**config.mk**
```make
export PLATFORM = sky130hd
export DESIGN_NAME = ocp_ctrl
export DESIGN_NICKNAME = d
export VERILOG_FILES = /design/src/rtl/ocp_pkg.sv /design/src/rtl/ocp_thr_decode.sv /design/src/rtl/ocp_ovl_counter.sv /design/src/rtl/ocp_channel.sv /design/src/rtl/ocp_ctrl.sv
export SDC_FILE = /design/constraint.sdc
export NUM_CORES = 1
export LEC_CHECK = 0
export ABC_AREA = 1
export BUFFER_PORTS_ARGS = -buffer_cell sky130_fd_sc_hd__clkbuf_2
export CAP_MARGIN = 20
export CORE_MARGIN = 10
export CORE_UTILIZATION = 45
export DETAILED_ROUTE_END_ITERATION = 10
export GPL_TIMING_DRIVEN = 0
export HOLD_SLACK_MARGIN = 0.1
export PLACE_DENSITY_LB_ADDON = 0.08
export SYNTH_ARGS = -nofsm -noshare
export SYNTH_HDL_FRONTEND = slang
export SYNTH_SLANG_ARGS = --single-unit
export TNS_END_PERCENT = 100
```
**constraint.sdc**
```tcl
create_clock -name clk -period 3 [get_ports clk]
set_clock_uncertainty 0.2 [all_clocks]
set_input_delay 0.15 -clock clk [delete_from_list [all_inputs] [get_ports clk]]
set_output_delay 0.15 -clock clk [all_outputs]
set_load 0.005 [all_outputs]
```
**src/rtl/ocp_pkg.sv**
```systemverilog
package ocp_pkg;

  typedef enum logic [1:0] {
    DRV_LOW  = 2'd0,
    DRV_HIGH = 2'd1,
    DRV_OFF  = 2'd2
  } drv_e;

  // leaky overload step: up on a hit frame, down on a clean one
  function automatic int unsigned ovl_step(input int unsigned cur,
                                           input logic hit,
                                           input int unsigned lim);
    if (hit) return (cur >= lim) ? lim : cur + 1;
    return (cur == 0) ? 0 : cur - 1;
  endfunction

  // out-of-range threshold codes fall back to the lowest level
  function automatic int unsigned thr_map(input int unsigned code,
                                          input int unsigned levels);
    return (code < levels) ? code : 0;
  endfunction

endpackage

```
**src/rtl/ocp_thr_decode.sv**
```systemverilog
module ocp_thr_decode #(
  parameter int CODE_W     = 3,
  parameter int THR_LEVELS = 4,
  localparam int SEL_W     = (THR_LEVELS > 1) ? $clog2(THR_LEVELS) : 1
) (
  input  logic [CODE_W-1:0] code,
  output logic [SEL_W-1:0]  sel
);
  always_comb begin
    sel = SEL_W'(ocp_pkg::thr_map(32'(code), THR_LEVELS));
  end

  always_comb begin
    assert_thr_range_R11: assert (32'(sel) < THR_LEVELS);
  end
endmodule

```
**src/rtl/ocp_ovl_counter.sv**
```systemverilog
module ocp_ovl_counter #(
  parameter int CNT_W   = 4,
  parameter int CNT_MAX = 4
) (
  input  logic clk,
  input  logic rst_n,
  input  logic clr,
  input  logic tick,
  input  logic hit,
  input  logic freeze,
  output logic full
);
  logic [CNT_W-1:0] cnt_q;
  logic [CNT_W-1:0] cnt_nx;

  always_comb begin
    cnt_nx = CNT_W'(ocp_pkg::ovl_step(32'(cnt_q), hit, CNT_MAX));
    full   = tick && !freeze && (32'(cnt_nx) == CNT_MAX);
  end

  always_ff @(posedge clk) begin
    if (!rst_n || clr)        cnt_q <= '0;
    else if (tick && !freeze) cnt_q <= cnt_nx;
  end

  assert_cnt_bound_R5: assert property (@(posedge clk) disable iff (!rst_n)
    32'(cnt_q) <= CNT_MAX);
  assert_cnt_clear_R1: assert property (@(posedge clk) disable iff (!rst_n)
    clr |=> (cnt_q == '0));
endmodule

```
**src/rtl/ocp_channel.sv**
```systemverilog
module ocp_channel #(
  parameter int CNT_W   = 4,
  parameter int CNT_MAX = 4
) (
  input  logic clk,
  input  logic rst_n,
  input  logic clr,
  input  logic frame_start,
  input  logic pwm_in,
  input  logic oc_in,
  input  logic mode_latched,
  output logic hs_en,
  output logic ls_en,
  output logic hiz
);
  import ocp_pkg::*;

  logic pwm_q, latch_q, trip_q, hit_q, hiz_q;
  logic rise, oc_evt, blocked, full, shut;
  drv_e drv;

  assign rise    = pwm_in && !pwm_q;
  assign oc_evt  = oc_in && latch_q && !hiz_q;
  assign blocked = trip_q && !frame_start;
  assign shut    = (mode_latched && oc_evt) || full;

  ocp_ovl_counter #(.CNT_W(CNT_W), .CNT_MAX(CNT_MAX)) u_cnt (
    .clk    (clk),
    .rst_n  (rst_n),
    .clr    (clr),
    .tick   (frame_start),
    .hit    (hit_q),
    .freeze (hiz_q),
    .full   (full)
  );

  always_ff @(posedge clk) begin
    if (!rst_n) begin
      pwm_q   <= 1'b0;
      latch_q <= 1'b0;
      trip_q  <= 1'b0;
      hit_q   <= 1'b0;
      hiz_q   <= 1'b0;
    end else begin
      pwm_q <= pwm_in;
      if (clr) begin
        latch_q <= 1'b0;
        trip_q  <= 1'b0;
        hit_q   <= 1'b0;
        hiz_q   <= 1'b0;
      end else begin
        hiz_q <= hiz_q || shut;
        hit_q <= frame_start ? oc_evt : (hit_q || oc_evt);
        if (oc_evt)           trip_q <= 1'b1;
        else if (frame_start) trip_q <= 1'b0;
        if (hiz_q || shut || oc_evt) latch_q <= 1'b0;
        else if (rise && !blocked)   latch_q <= 1'b1;
        else if (!pwm_in)            latch_q <= 1'b0;
      end
    end
  end

  always_comb begin
    if (hiz_q)        drv = DRV_OFF;
    else if (latch_q) drv = DRV_HIGH;
    else              drv = DRV_LOW;
    hs_en = (drv == DRV_HIGH);
    ls_en = (drv == DRV_LOW);
    hiz   = hiz_q;
  end

  assert_trip_cuts_hs_R3: assert property (@(posedge clk) disable iff (!rst_n)
    (oc_evt && !clr) |=> (!hs_en && (ls_en || hiz)));
  assert_trip_hold_R4: assert property (@(posedge clk) disable iff (!rst_n)
    (trip_q && !frame_start && !clr) |=> !hs_en);
  assert_full_shuts_R6: assert property (@(posedge clk) disable iff (!rst_n)
    (full && !clr) |=> hiz);
  assert_hiz_sticky_R7: assert property (@(posedge clk) disable iff (!rst_n)
    (hiz_q && !clr) |=> (hiz_q && !hs_en && !ls_en));
  assert_latched_first_R8: assert property (@(posedge clk) disable iff (!rst_n)
    (mode_latched && oc_evt && !clr) |=> hiz);
endmodule

```
**src/rtl/ocp_ctrl.sv**
```systemverilog
module ocp_ctrl #(
  parameter int NCH        = 2,
  parameter int CNT_W      = 4,
  parameter int CNT_MAX    = 4,
  parameter int CODE_W     = 3,
  parameter int THR_LEVELS = 4,
  localparam int SEL_W     = (THR_LEVELS > 1) ? $clog2(THR_LEVELS) : 1
) (
  input  logic              clk,
  input  logic              rst_n,
  input  logic              frame_start,
  input  logic [NCH-1:0]    pwm_hs,
  input  logic [NCH-1:0]    oc_flag,
  input  logic              mode_latched,
  input  logic              reset_req,
  input  logic [CODE_W-1:0] thr_code,
  output logic [SEL_W-1:0]  thr_sel,
  output logic [NCH-1:0]    hs_en,
  output logic [NCH-1:0]    ls_en,
  output logic [NCH-1:0]    hiz
);
  initial begin
    assert_cnt_fits: assert (CNT_MAX > 0 && CNT_MAX < (1 << CNT_W));
  end

  ocp_thr_decode #(.CODE_W(CODE_W), .THR_LEVELS(THR_LEVELS)) u_thr (
    .code (thr_code),
    .sel  (thr_sel)
  );

  for (genvar i = 0; i < NCH; i++) begin : g_ch
    ocp_channel #(.CNT_W(CNT_W), .CNT_MAX(CNT_MAX)) u_ch (
      .clk          (clk),
      .rst_n        (rst_n),
      .clr          (reset_req),
      .frame_start  (frame_start),
      .pwm_in       (pwm_hs[i]),
      .oc_in        (oc_flag[i]),
      .mode_latched (mode_latched),
      .hs_en        (hs_en[i]),
      .ls_en        (ls_en[i]),
      .hiz          (hiz[i])
    );
  end

  assert_clear_all_R1: assert property (@(posedge clk) disable iff (!rst_n)
    reset_req |=> (hiz == '0 && hs_en == '0));
endmodule

```
==> metrics <==
Peak supply drop approximately 0.23 mV; Leakage just under 0.7 nW; kind of path behind the tightest hold check in -> reg; Core Box Area 2230 µm²; number of placed I/O pins 20; Sinks on Clock Net 18; Max-Cap Viols 0; initial antenna violation count 0; die width 68.5 µm; EDFF count, synth 0; maximum number of pins on one net before global-route repair 11; Final setup viols 0; full die area 4690 µm²; number of slew-limit violations in the final report 0; slew of the pin with the lowest slew margin about 0.25 ns; count of endpoints failing hold in the final timing report 0; post-synthesis average cell area roughly 6.6 µm²; postcts setup bufs 0; Routed WL 2290 µm; number of buffers inserted during clock tree synthesis 3; Critical Setup Path Class reg -> reg; critical path's largest stage delay around 0.54 ns; Rel. slew slack 83.2%; Post-Synthesis Cell Area 1060 µm²; total number of vias 1044; status completed; gpl congestion 0.867; top library cells by usage in the layout, fill and taps aside nor2_1, inv_1, nand2_1; Diodes inserted 0; buffers added on ports 19; final core utilization 60.2%; floorplan die height a little under 70 µm; critical path peak fanout 6; Antenna Nets Post-Route 0; TNS Setup 0 ns; Arr. time, crit path 2.17 ns; final cell count without fillers 223; maximum buffer depth of the clock tree 2; drt drc 0; Async S/R FF share, synth 0%; setup repair after global routing missed its margin no; data required time of the critical path ~3 ns; fill cell instance count of the final layout 213; vias per cell 4.68; main flop type after synthesis dfxtp_1; fin nets 213; clock-pin slew reported for the worst setup and hold paths after clock tree synthesis about 0.1 ns; standard-cell row count 17; per-cell routed wire length 10.3 µm; first-pass GRT wire length 3940 µm; post-layout minimum cycle time 2.19 ns; Non-Filler Cell Area, Final 1340 µm²; setup slack after layout 0.812 ns; type of origin of the critical path flip-flop; cell at the root of the clock tree clkbuf_4; CTS H-Tree Depth 1; warning count from the yosys run 0; CTS tree done; cell with the largest stage delay on the worst path dlygate4sd3_1; P&R area growth vs syn 27.1%; iteration count of the initial detailed-routing pass 4; total power per unit cell area between 300 and 400 nW/µm²; Tcrit/Tclk final 72.9%; Unique masters post-synth 20; area of placed instances 1190 µm²; Remaining Overflow, GRT 0; Peak Freq 0.457 GHz; syn_nets 177; worst-path cell chain inv_1 > ha_1 > nand2_1 > nor2_1 > nor2_1 > nor2_1 > nand2_1 > nor2_2 > nor3_1 > dlygate4sd3_1; number of instances in the synthesized netlist 160; share of cells above drive strength 1 21.5%; synthesis-stage register bit count 18; Initial Utilization between 40% and 50%; most common library cell in the layout ignoring fill and taps nor2_1; post-layout total power approximately 0.50 mW; critical path endpoint category flip-flop; CP most frequent cell nor2_1; placed wire-length estimate after detailed placement roughly 1700 µm; DRC marker count from the first detailed-route iteration 49; worst-case hold slack 0.113 ns; placed instance count between 200 and 250; sequential area share after synthesis about a third; vias in the first global route 958; cell family with the largest share of critical-path delay buffers and inverters; worst-skew pair later-pin latency between 0.2 and 0.3 ns; worst slack at placement between 1 and 1.5 ns; buffers and inverters on the worst path 2; Total Routing Usage GR approximately a tenth
==> flip-flops by register name, indices dropped and copies added (netlist names) <==
| register | cells |
|---|---|
| g_ch.u_ch.hit_q | 2 |
| g_ch.u_ch.hiz | 2 |
| g_ch.u_ch.latch_q | 2 |
| g_ch.u_ch.pwm_q | 2 |
| g_ch.u_ch.trip_q | 2 |
| g_ch.u_ch.u_cnt.cnt_q | 8 |
==> synthesized netlist by cell type, types with 2 or more instances <==
cell	instances	area share, %
nand3_1	11	5.2
inv_2	2	0.71
inv_1	27	9.6
a21oi_1	15	7.1
nor2_2	6	3.6
nor2_1	29	10
buf_4	6	4.3
nand2_1	22	7.8
dfxtp_1	18	34
nand4_1	3	1.8
ha_1	5	5.9
o21ai_0	8	3.8
==> worst paths after layout <==
| kind | cells past startpoint | endpoint | from | slack (ns) |
|---|---|---|---|---|
| max | 10 | g_ch[0].u_ch.latch_q | g_ch[0].u_ch.u_cnt.cnt_q[0] | 0.81 |
| min | 7 | g_ch[1].u_ch.u_cnt.cnt_q[1] | rst_n | 0.11 |
| max reg2reg | 10 | g_ch[0].u_ch.latch_q | g_ch[0].u_ch.u_cnt.cnt_q[0] | 0.81 |
| min reg2reg | 4 | g_ch[0].u_ch.trip_q | g_ch[0].u_ch.trip_q | 0.32 |
==> logic make-up (layout without fill, tap and decap cells) <==
logic type / after synthesis / after routing / share of synthesized area [%]
AND/OR/NAND/NOR: 75 / 75 / 31.7
AO/OA/AOI/OAI: 25 / 25 / 12.4
flip-flops: 18 / 18 / 34.1
XOR/XNOR: 1 / 1 / 0.829
adder cells (fa/ha/maj): 5 / 5 / 5.92
buffers and inverters: 36 / 71 / 15.0
==> metal layers <==
metal | global-route usage, % | wire length (µm)
met2 | 16.4 | 955
met5 | 0 | 0
met4 | 4.27 | 14
met1 | 12.9 | 1050
met3 | 3.75 | 272
==> area by class of cell <==
class                   instances  area (µm²)  area share [%]
plain buffers                   7        50.0            3.72
clock buffers                   4        36.3            2.70
inverters                      29         109            8.10
multi-input cells             106         538            40.0
flip-flops and latches         18         360            26.8
well taps                      28        35.0            2.61
repair buffers                 31         215            16.0
==> tightest hold or removal path, delay by kind of cell <==
family	cells	cell delay [ns]
AO/OA/AOI/OAI	2	0.10
AND/OR/NAND/NOR	1	0.05
buffers and inverters	4	0.27
==> timing repair <==
action,CTS,global route
gates resized for setup,0,0
hold endpoints to repair,14,0
hold buffers,12,0
==> where the power goes <==
group / internal (mW) / switching (mW)
Combinational: 0.0451 / 0.0517
Sequential: 0.246 / 0.00634
Clock: 0.0739 / 0.0742
Total: 0.365 / 0.132
Note: power is estimated with default switching activity, not from simulation.
